$ cat src/rtl/mdio_pkg.sv
package mdio_pkg;
  localparam int IDX_STAT = 12;
  localparam int IDX_CTRL = 13;
  localparam int IDX_DATA = 14;
  localparam int IDX_ADDR = 15;
  localparam int FRAME_BITS = 32;
  localparam int HDR_BITS = 14;

  typedef enum logic [1:0] {
    K_ADDR  = 2'd0,
    K_WRITE = 2'd1,
    K_READ  = 2'd2
  } frameKind_t;

  typedef struct packed {
    logic loadFrame;
    logic shiftOut;
    logic sampleTa;
    logic sampleData;
    logic clrErr;
  } mdioStrobe_t;
endpackage

$ cat src/rtl/mdio_ctrl.sv
module mdio_ctrl
  import mdio_pkg::*;
#(
  parameter int DIV_W = 8
) (
  input  logic             clk,
  input  logic             rst,
  input  logic             launchValid,
  input  frameKind_t       launchKind,
  input  logic             preDis,
  input  logic [DIV_W-1:0] divVal,
  output mdioStrobe_t      strobes,
  output logic             busBusy,
  output logic             dataBusy,
  output logic             mdc,
  output logic             mdioOe,
  output logic             inPreamble
);
  localparam int CNT_W = $clog2(FRAME_BITS);
  localparam logic [CNT_W-1:0] LAST_BIT = CNT_W'(FRAME_BITS - 1);

  typedef enum logic [1:0] {ST_IDLE, ST_PRE, ST_FRAME} state_t;

  state_t           state;
  logic [CNT_W-1:0] bitCnt;
  logic [DIV_W-1:0] divCnt;
  logic             isRead;
  logic             tick, rise, fall;

  assign tick = (state != ST_IDLE) && (divCnt == '0);
  assign rise = tick && !mdc;
  assign fall = tick && mdc;

  always_ff @(posedge clk) begin
    if (rst) begin
      state    <= ST_IDLE;
      bitCnt   <= '0;
      divCnt   <= '0;
      mdc      <= 1'b0;
      isRead   <= 1'b0;
      dataBusy <= 1'b0;
    end else begin
      case (state)
        ST_IDLE: begin
          if (launchValid) begin
            state    <= preDis ? ST_FRAME : ST_PRE;
            bitCnt   <= '0;
            divCnt   <= divVal;
            mdc      <= 1'b0;
            isRead   <= (launchKind == K_READ);
            dataBusy <= (launchKind != K_ADDR);
          end
        end
        default: begin
          if (divCnt == '0) begin
            divCnt <= divVal;
            mdc    <= ~mdc;
            if (mdc) begin
              if (bitCnt == LAST_BIT) begin
                bitCnt <= '0;
                if (state == ST_PRE) begin
                  state <= ST_FRAME;
                end else begin
                  state    <= ST_IDLE;
                  dataBusy <= 1'b0;
                end
              end else begin
                bitCnt <= bitCnt + 1'b1;
              end
            end
          end else begin
            divCnt <= divCnt - 1'b1;
          end
        end
      endcase
    end
  end

  always_comb begin
    strobes.loadFrame  = (state == ST_IDLE) && launchValid;
    strobes.clrErr     = strobes.loadFrame && (launchKind == K_READ);
    strobes.shiftOut   = fall && (state == ST_FRAME) && (bitCnt != LAST_BIT);
    strobes.sampleTa   = rise && (state == ST_FRAME) && isRead &&
                         (bitCnt == CNT_W'(HDR_BITS + 1));
    strobes.sampleData = rise && (state == ST_FRAME) && isRead &&
                         (bitCnt >= CNT_W'(HDR_BITS + 2));
  end

  assign busBusy    = (state != ST_IDLE);
  assign inPreamble = (state == ST_PRE);
  assign mdioOe     = (state == ST_PRE) ||
                      ((state == ST_FRAME) && (!isRead || bitCnt < CNT_W'(HDR_BITS)));

  // checker counter: cycles since the last MDC change
  logic [DIV_W:0] sinceToggle;
  always_ff @(posedge clk) begin
    if (rst || state == ST_IDLE || tick) sinceToggle <= '0;
    else sinceToggle <= sinceToggle + 1'b1;
  end

  a_r12_mdc_idle_low: assert property (@(posedge clk) disable iff (rst)
    (state == ST_IDLE) |-> !mdc);
  a_r12_half_period: assert property (@(posedge clk) disable iff (rst)
    busBusy |-> (sinceToggle <= {1'b0, divVal}));
  a_r10_data_within_bus: assert property (@(posedge clk) disable iff (rst)
    dataBusy |-> busBusy);
  a_r8_oe_moves_on_fall: assert property (@(posedge clk) disable iff (rst)
    !$stable(mdioOe) |-> ($fell(mdc) || $past(state == ST_IDLE)));
  a_r4_sample_released: assert property (@(posedge clk) disable iff (rst)
    (strobes.sampleData || strobes.sampleTa) |-> !mdioOe);
endmodule

$ cat src/rtl/mdio_datapath.sv
module mdio_datapath
  import mdio_pkg::*;
#(
  parameter int              ADDR_W  = 4,
  parameter int              DIV_W   = 8,
  parameter logic [DIV_W-1:0] RST_DIV = 8'd4
) (
  input  logic              clk,
  input  logic              rst,
  input  logic [ADDR_W-1:0] regAddr,
  input  logic              regWrEn,
  input  logic [31:0]       regWrData,
  output logic [31:0]       regRdData,
  input  mdioStrobe_t       strobes,
  input  logic              busBusy,
  input  logic              dataBusy,
  input  logic              mdioIn,
  output logic              launchValid,
  output frameKind_t        launchKind,
  output logic              preDis,
  output logic [DIV_W-1:0]  divVal,
  output logic              frameBit
);
  logic        c45Sel, postInc, rdErr;
  logic [4:0]  devAd, portAd;
  logic [15:0] dataReg, addrReg;
  logic [31:0] shiftReg;
  logic        wrOk;
  logic [1:0]  stCode, opCode;
  logic [15:0] payload;

  assign wrOk = regWrEn && !busBusy && !launchValid;

  always_ff @(posedge clk) begin
    if (rst) begin
      c45Sel      <= 1'b0;
      divVal      <= RST_DIV;
      devAd       <= '0;
      portAd      <= '0;
      preDis      <= 1'b0;
      postInc     <= 1'b0;
      dataReg     <= '0;
      addrReg     <= '0;
      rdErr       <= 1'b0;
      launchValid <= 1'b0;
      launchKind  <= K_ADDR;
      shiftReg    <= '0;
    end else begin
      launchValid <= 1'b0;
      if (wrOk) begin
        if (regAddr == ADDR_W'(IDX_STAT)) begin
          c45Sel <= regWrData[6];
          divVal <= regWrData[8 +: DIV_W];
        end
        if (regAddr == ADDR_W'(IDX_CTRL)) begin
          devAd   <= regWrData[4:0];
          portAd  <= regWrData[9:5];
          preDis  <= regWrData[10];
          postInc <= regWrData[14];
          if (regWrData[15]) begin
            launchValid <= 1'b1;
            launchKind  <= K_READ;
          end
        end
        if (regAddr == ADDR_W'(IDX_DATA)) begin
          dataReg     <= regWrData[15:0];
          launchValid <= 1'b1;
          launchKind  <= K_WRITE;
        end
        if (regAddr == ADDR_W'(IDX_ADDR)) begin
          addrReg <= regWrData[15:0];
          if (c45Sel) begin
            launchValid <= 1'b1;
            launchKind  <= K_ADDR;
          end
        end
      end
      if (strobes.loadFrame) shiftReg <= {stCode, opCode, portAd, devAd, 2'b10, payload};
      else if (strobes.shiftOut) shiftReg <= {shiftReg[30:0], 1'b1};
      if (strobes.clrErr) rdErr <= 1'b0;
      else if (strobes.sampleTa && mdioIn) rdErr <= 1'b1;
      if (strobes.sampleData) dataReg <= {dataReg[14:0], mdioIn};
    end
  end

  always_comb begin
    stCode  = c45Sel ? 2'b00 : 2'b01;
    payload = (launchKind == K_ADDR) ? addrReg : dataReg;
    case (launchKind)
      K_WRITE: opCode = 2'b01;
      K_READ:  opCode = c45Sel ? (postInc ? 2'b10 : 2'b11) : 2'b10;
      default: opCode = 2'b00;
    endcase
  end

  assign frameBit = shiftReg[31];

  always_comb begin
    regRdData = '0;
    if (regAddr == ADDR_W'(IDX_STAT)) begin
      regRdData[8 +: DIV_W] = divVal;
      regRdData[6] = c45Sel;
      regRdData[1] = rdErr;
      regRdData[0] = busBusy | launchValid;
    end else if (regAddr == ADDR_W'(IDX_CTRL)) begin
      regRdData[14]  = postInc;
      regRdData[10]  = preDis;
      regRdData[9:5] = portAd;
      regRdData[4:0] = devAd;
    end else if (regAddr == ADDR_W'(IDX_DATA)) begin
      regRdData[31]   = dataBusy | (launchValid && launchKind != K_ADDR);
      regRdData[15:0] = dataReg;
    end else if (regAddr == ADDR_W'(IDX_ADDR)) begin
      regRdData[15:0] = addrReg;
    end
  end

  a_r11_ctrl_held: assert property (@(posedge clk) disable iff (rst)
    (regWrEn && busBusy) |=> $stable({devAd, portAd, preDis, postInc, c45Sel, divVal}));
  a_r9_err_from_ta: assert property (@(posedge clk) disable iff (rst)
    $rose(rdErr) |-> $past(strobes.sampleTa));
  a_r3_no_shift_idle: assert property (@(posedge clk) disable iff (rst)
    !busBusy |-> !strobes.shiftOut);
endmodule

$ cat src/rtl/mdio_mgmt_master.sv
module mdio_mgmt_master
  import mdio_pkg::*;
#(
  parameter int               ADDR_W  = 4,
  parameter int               DIV_W   = 8,
  parameter logic [DIV_W-1:0] RST_DIV = 8'd4
) (
  input  logic              clk,
  input  logic              rst,
  input  logic [ADDR_W-1:0] regAddr,
  input  logic              regWrEn,
  input  logic [31:0]       regWrData,
  output logic [31:0]       regRdData,
  output logic              mdc,
  output logic              mdioOut,
  output logic              mdioOe,
  input  logic              mdioIn
);
  mdioStrobe_t      strobes;
  frameKind_t       launchKind;
  logic             launchValid, preDis, busBusy, dataBusy, inPreamble, frameBit;
  logic [DIV_W-1:0] divVal;

  mdio_ctrl #(.DIV_W(DIV_W)) uCtrl (
    .clk(clk), .rst(rst), .launchValid(launchValid), .launchKind(launchKind),
    .preDis(preDis), .divVal(divVal), .strobes(strobes), .busBusy(busBusy),
    .dataBusy(dataBusy), .mdc(mdc), .mdioOe(mdioOe), .inPreamble(inPreamble)
  );

  mdio_datapath #(.ADDR_W(ADDR_W), .DIV_W(DIV_W), .RST_DIV(RST_DIV)) uPath (
    .clk(clk), .rst(rst), .regAddr(regAddr), .regWrEn(regWrEn),
    .regWrData(regWrData), .regRdData(regRdData), .strobes(strobes),
    .busBusy(busBusy), .dataBusy(dataBusy), .mdioIn(mdioIn),
    .launchValid(launchValid), .launchKind(launchKind), .preDis(preDis),
    .divVal(divVal), .frameBit(frameBit)
  );

  assign mdioOut = inPreamble ? 1'b1 : frameBit;
endmodule

$ cat config.mk
export PLATFORM = sky130hd
export DESIGN_NAME = mdio_mgmt_master
export DESIGN_NICKNAME = d
export VERILOG_FILES = /design/src/rtl/mdio_pkg.sv /design/src/rtl/mdio_ctrl.sv /design/src/rtl/mdio_datapath.sv /design/src/rtl/mdio_mgmt_master.sv
export SDC_FILE = /design/constraint.sdc
export NUM_CORES = 1
export LEC_CHECK = 0
export ABC_AREA = 1
export BUFFER_PORTS_ARGS = -buffer_cell sky130_fd_sc_hd__buf_2
export CAP_MARGIN = 15
export CORE_UTILIZATION = 30
export CTS_CLUSTER_DIAMETER = 50
export DETAILED_ROUTE_END_ITERATION = 6
export SLEW_MARGIN = 20
export SYNTH_ARGS = -nofsm -noshare
export SYNTH_HDL_FRONTEND = slang
export SYNTH_SLANG_ARGS = --single-unit
$ cat constraint.sdc
create_clock -name clk -period 2.1 [get_ports clk]
set_input_delay 0.21 -clock clk [delete_from_list [all_inputs] [get_ports clk]]
set_output_delay 0.21 -clock clk [all_outputs]
set_load 0.05 [all_outputs]
==> metrics.cfg <==
[status]
status=completed

[timing]
setup_tns_ps=0
final_max_slew_viol_count=0
fmax_mhz=497
period_minus_slack_ps=2010
hold_slack_ps=155
rsz0062_at_grt=no
final_min_period_over_clock_period_pct=95.8
hold_violations=0
finalSetupViolations=0
finalClockSkew_ps=6.08

[logic_synthesis]
synthAdderAreaFrac_pct=1.61
synth-simple-area-share_pct=28.8
synthArstFlopShare_pct=0
synth_area_leaders=dfxtp_1 (39%), nand3_1 (11%), nand2_1 (9.4%)
synth_top_family_by_area=simple AND/OR/NAND/NOR gates
yosysTopAreaCellShare_pct=39.3
synth_area_um2=5450
synth_edf_count=0
syn-instance-count=781
synth_area_per_cell_um2=6.98
synth-compound-area-share_pct=18.0
synth_seq_cells=107
synthDistinctLibCells=36
ys_seq_area_share_pct=39.3
synth.area.mux_share_pct=0
synth_ff_type=dfxtp_1
synth_xor_area_share_pct=0.482
yosys_warnings=0
yosysTopAreaCell=dfxtp_1

[clocking]
clkSinkCount=107
cts_tree=built
clk_pin_slew_ps=70
cts_buffers=9
clkLatencyLatePin_ps=350
htreeDepth=3
root_buffer=clkbuf_16
cts.path.max_buffers=2
hold_buffers=0

[route]
num_vias=5190
drt-pass1-iter-count=5
via_per_inst=4.98
drtAntennaViolNets=0
drc_errors=0
avgRoutedWirePerCell_um=14.7
drtIter0Drc=398
finalWirelength_um=15300

[power_and_ir_drop]
ir_drop_v=0.000328
clkPwrFrac_pct=32.6
power_per_cell_area_nw_per_um2=870
switchingPower_uw=1870
intPower_uw=3550
swShare_pct=34.5
combPwrFrac_pct=26.3
p_seq_share_pct=41.0
leakage_uw=0.00250

[floorplanning]
num_rows=48
die_h_um=137
core_area_um2=17500
initial_core_util_pct=31.1
io_pins=75
design.die.area_um2=18700
die_w_um=137

[setup_path]
startpoint_type=flop
cp.required_ps=1890
cp-end-kind=output pin
cp_max_fo=17
worst_ep_arrival_time_ps=1800
worst-setup-path-type=flop to output pin

[global_routing]
grt_max_degree=67
antenna_found_initial=0
grt_use_total_pct=17.1
grt_pass1_wl_um=24800
grt_remaining_overflow=0
grt_pass1_vias=4756

[flow_run]
cap_violations=0

[cells_and_area]
nets=860
mostFrequentLayoutCells=nand2_1 (136), nand3_1 (120), dfxtp_1 (107)
areaGrowthSynthToFinish_pct=14.3
drive_above_1_share_pct=12.7
antenna_cells=0
fillers=1916
final_common_cell=nand2_1

[placement]
place_hpwl_um=10900
port_buffers=43
gp_congestion=0.843

[worst_hold_path]
min_path_type=input pin to flop

==> state kept, by name, summed over array words and instances (netlist names), 2 cells and up <==
register	flops
uPath.devAd	5
uPath.launchKind	2
uCtrl.bitCnt	5
uCtrl.state	2
uPath.portAd	5
uPath.dataReg	16
uPath.addrReg	16
uPath.divVal	8
uCtrl.divCnt	8
uPath.shiftReg	32
==> final timing paths <==
path	from	endpoint	slack [ps]	depth (start not counted)
setup / recovery	uCtrl.state[1]	regRdData[0]	90	6
setup reg to reg	uCtrl.bitCnt[0]	uPath.shiftReg[7]	190	9
hold reg to reg	uPath.rdErr	uPath.rdErr	460	2
hold / removal	regWrData[1]	uPath.addrReg[1]	150	3
==> through the flow <==
stage | power [µW] | cell area (µm²) | cells | setup WS (ps) | util [%]
floorplan | 3330 | 5500 | 795 | 68.8 | -
global placement | 3670 | 5880 | 1025 | 137 | 33.5
detailed placement | 3680 | 5880 | 1025 | 157 | 33.5
CTS | 5450 | 6190 | 1041 | 14.4 | 35.3
global route | 5710 | 6230 | 1043 | 11.2 | 35.5
finish | 5420 | 6230 | 1043 | 87.7 | 35.5
==> layout make-up <==
type                            count  area, µm²  area share, %
Inverter                           88        333           5.34
Clock buffer                       15        278           4.46
Clock inverter                      1       30.0          0.482
Multi-Input combinational cell    540       2720           43.7
Timing Repair Buffer               67        439           7.05
Tap cell                          225        282           4.52
Sequential cell                   107       2140           34.4
==> layer usage <==
layer	share of wire, %	up-vias	global-route usage [%]
li1	-	2645	-
met1	50	2391	24.4
met2	44	134	25.5
met4	2.3	0	8.61
met5	0	-	0
met3	3.8	20	1.44
==> cell usage after synthesis (6+ instances only) <==
library cell  number
dfxtp_1          107
o21ai_0           68
a21oi_1           40
nand2_1          137
a31oi_1           30
ha_1               7
inv_1             86
buf_2              9
buf_1              6
clkbuf_1          27
nor2_1            65
o211ai_1          17
o221ai_1           7
nand3_1          120
buf_4             17
==> kinds of logic (layout without fill, tap and decap cells) <==
logic type                 after synthesis  count (layout)
AOI/OAI and AO/OA                      170             170
xor gates and xnor gates                 3               3
adders and majority gates                7               7
buffers and inverters                  148             171
DFF                                    107             107
other                                    1              15
and+or+nand+nor                        345             345
==> power by group through the flow <==
stage	logic (µW)	clock network [µW]	registers (µW)
after floorplan	1070	0	2260
after global placement	1410	0	2270
after detailed placement	1410	0	2270
after CTS	1420	1810	2220
after global routing	1600	1870	2240
final	1430	1770	2220
==> what timing repair did <==
action	4_1_cts	5_1_grt
buffers inserted	0	2
gates resized for setup	0	4
pin swaps	1	2
setup endpoints to repair	1	17
cloned	0	0
==> worst max-delay path, cell delays in order, from the launching register on <==
cell and delay (ps):
dfxtp_1 370, nor2_4 230, nand2_4 100, buf_4 210
nand2_1 120, o2111ai_1 160, buf_2 260
Power figures use the tool's default switching activity.
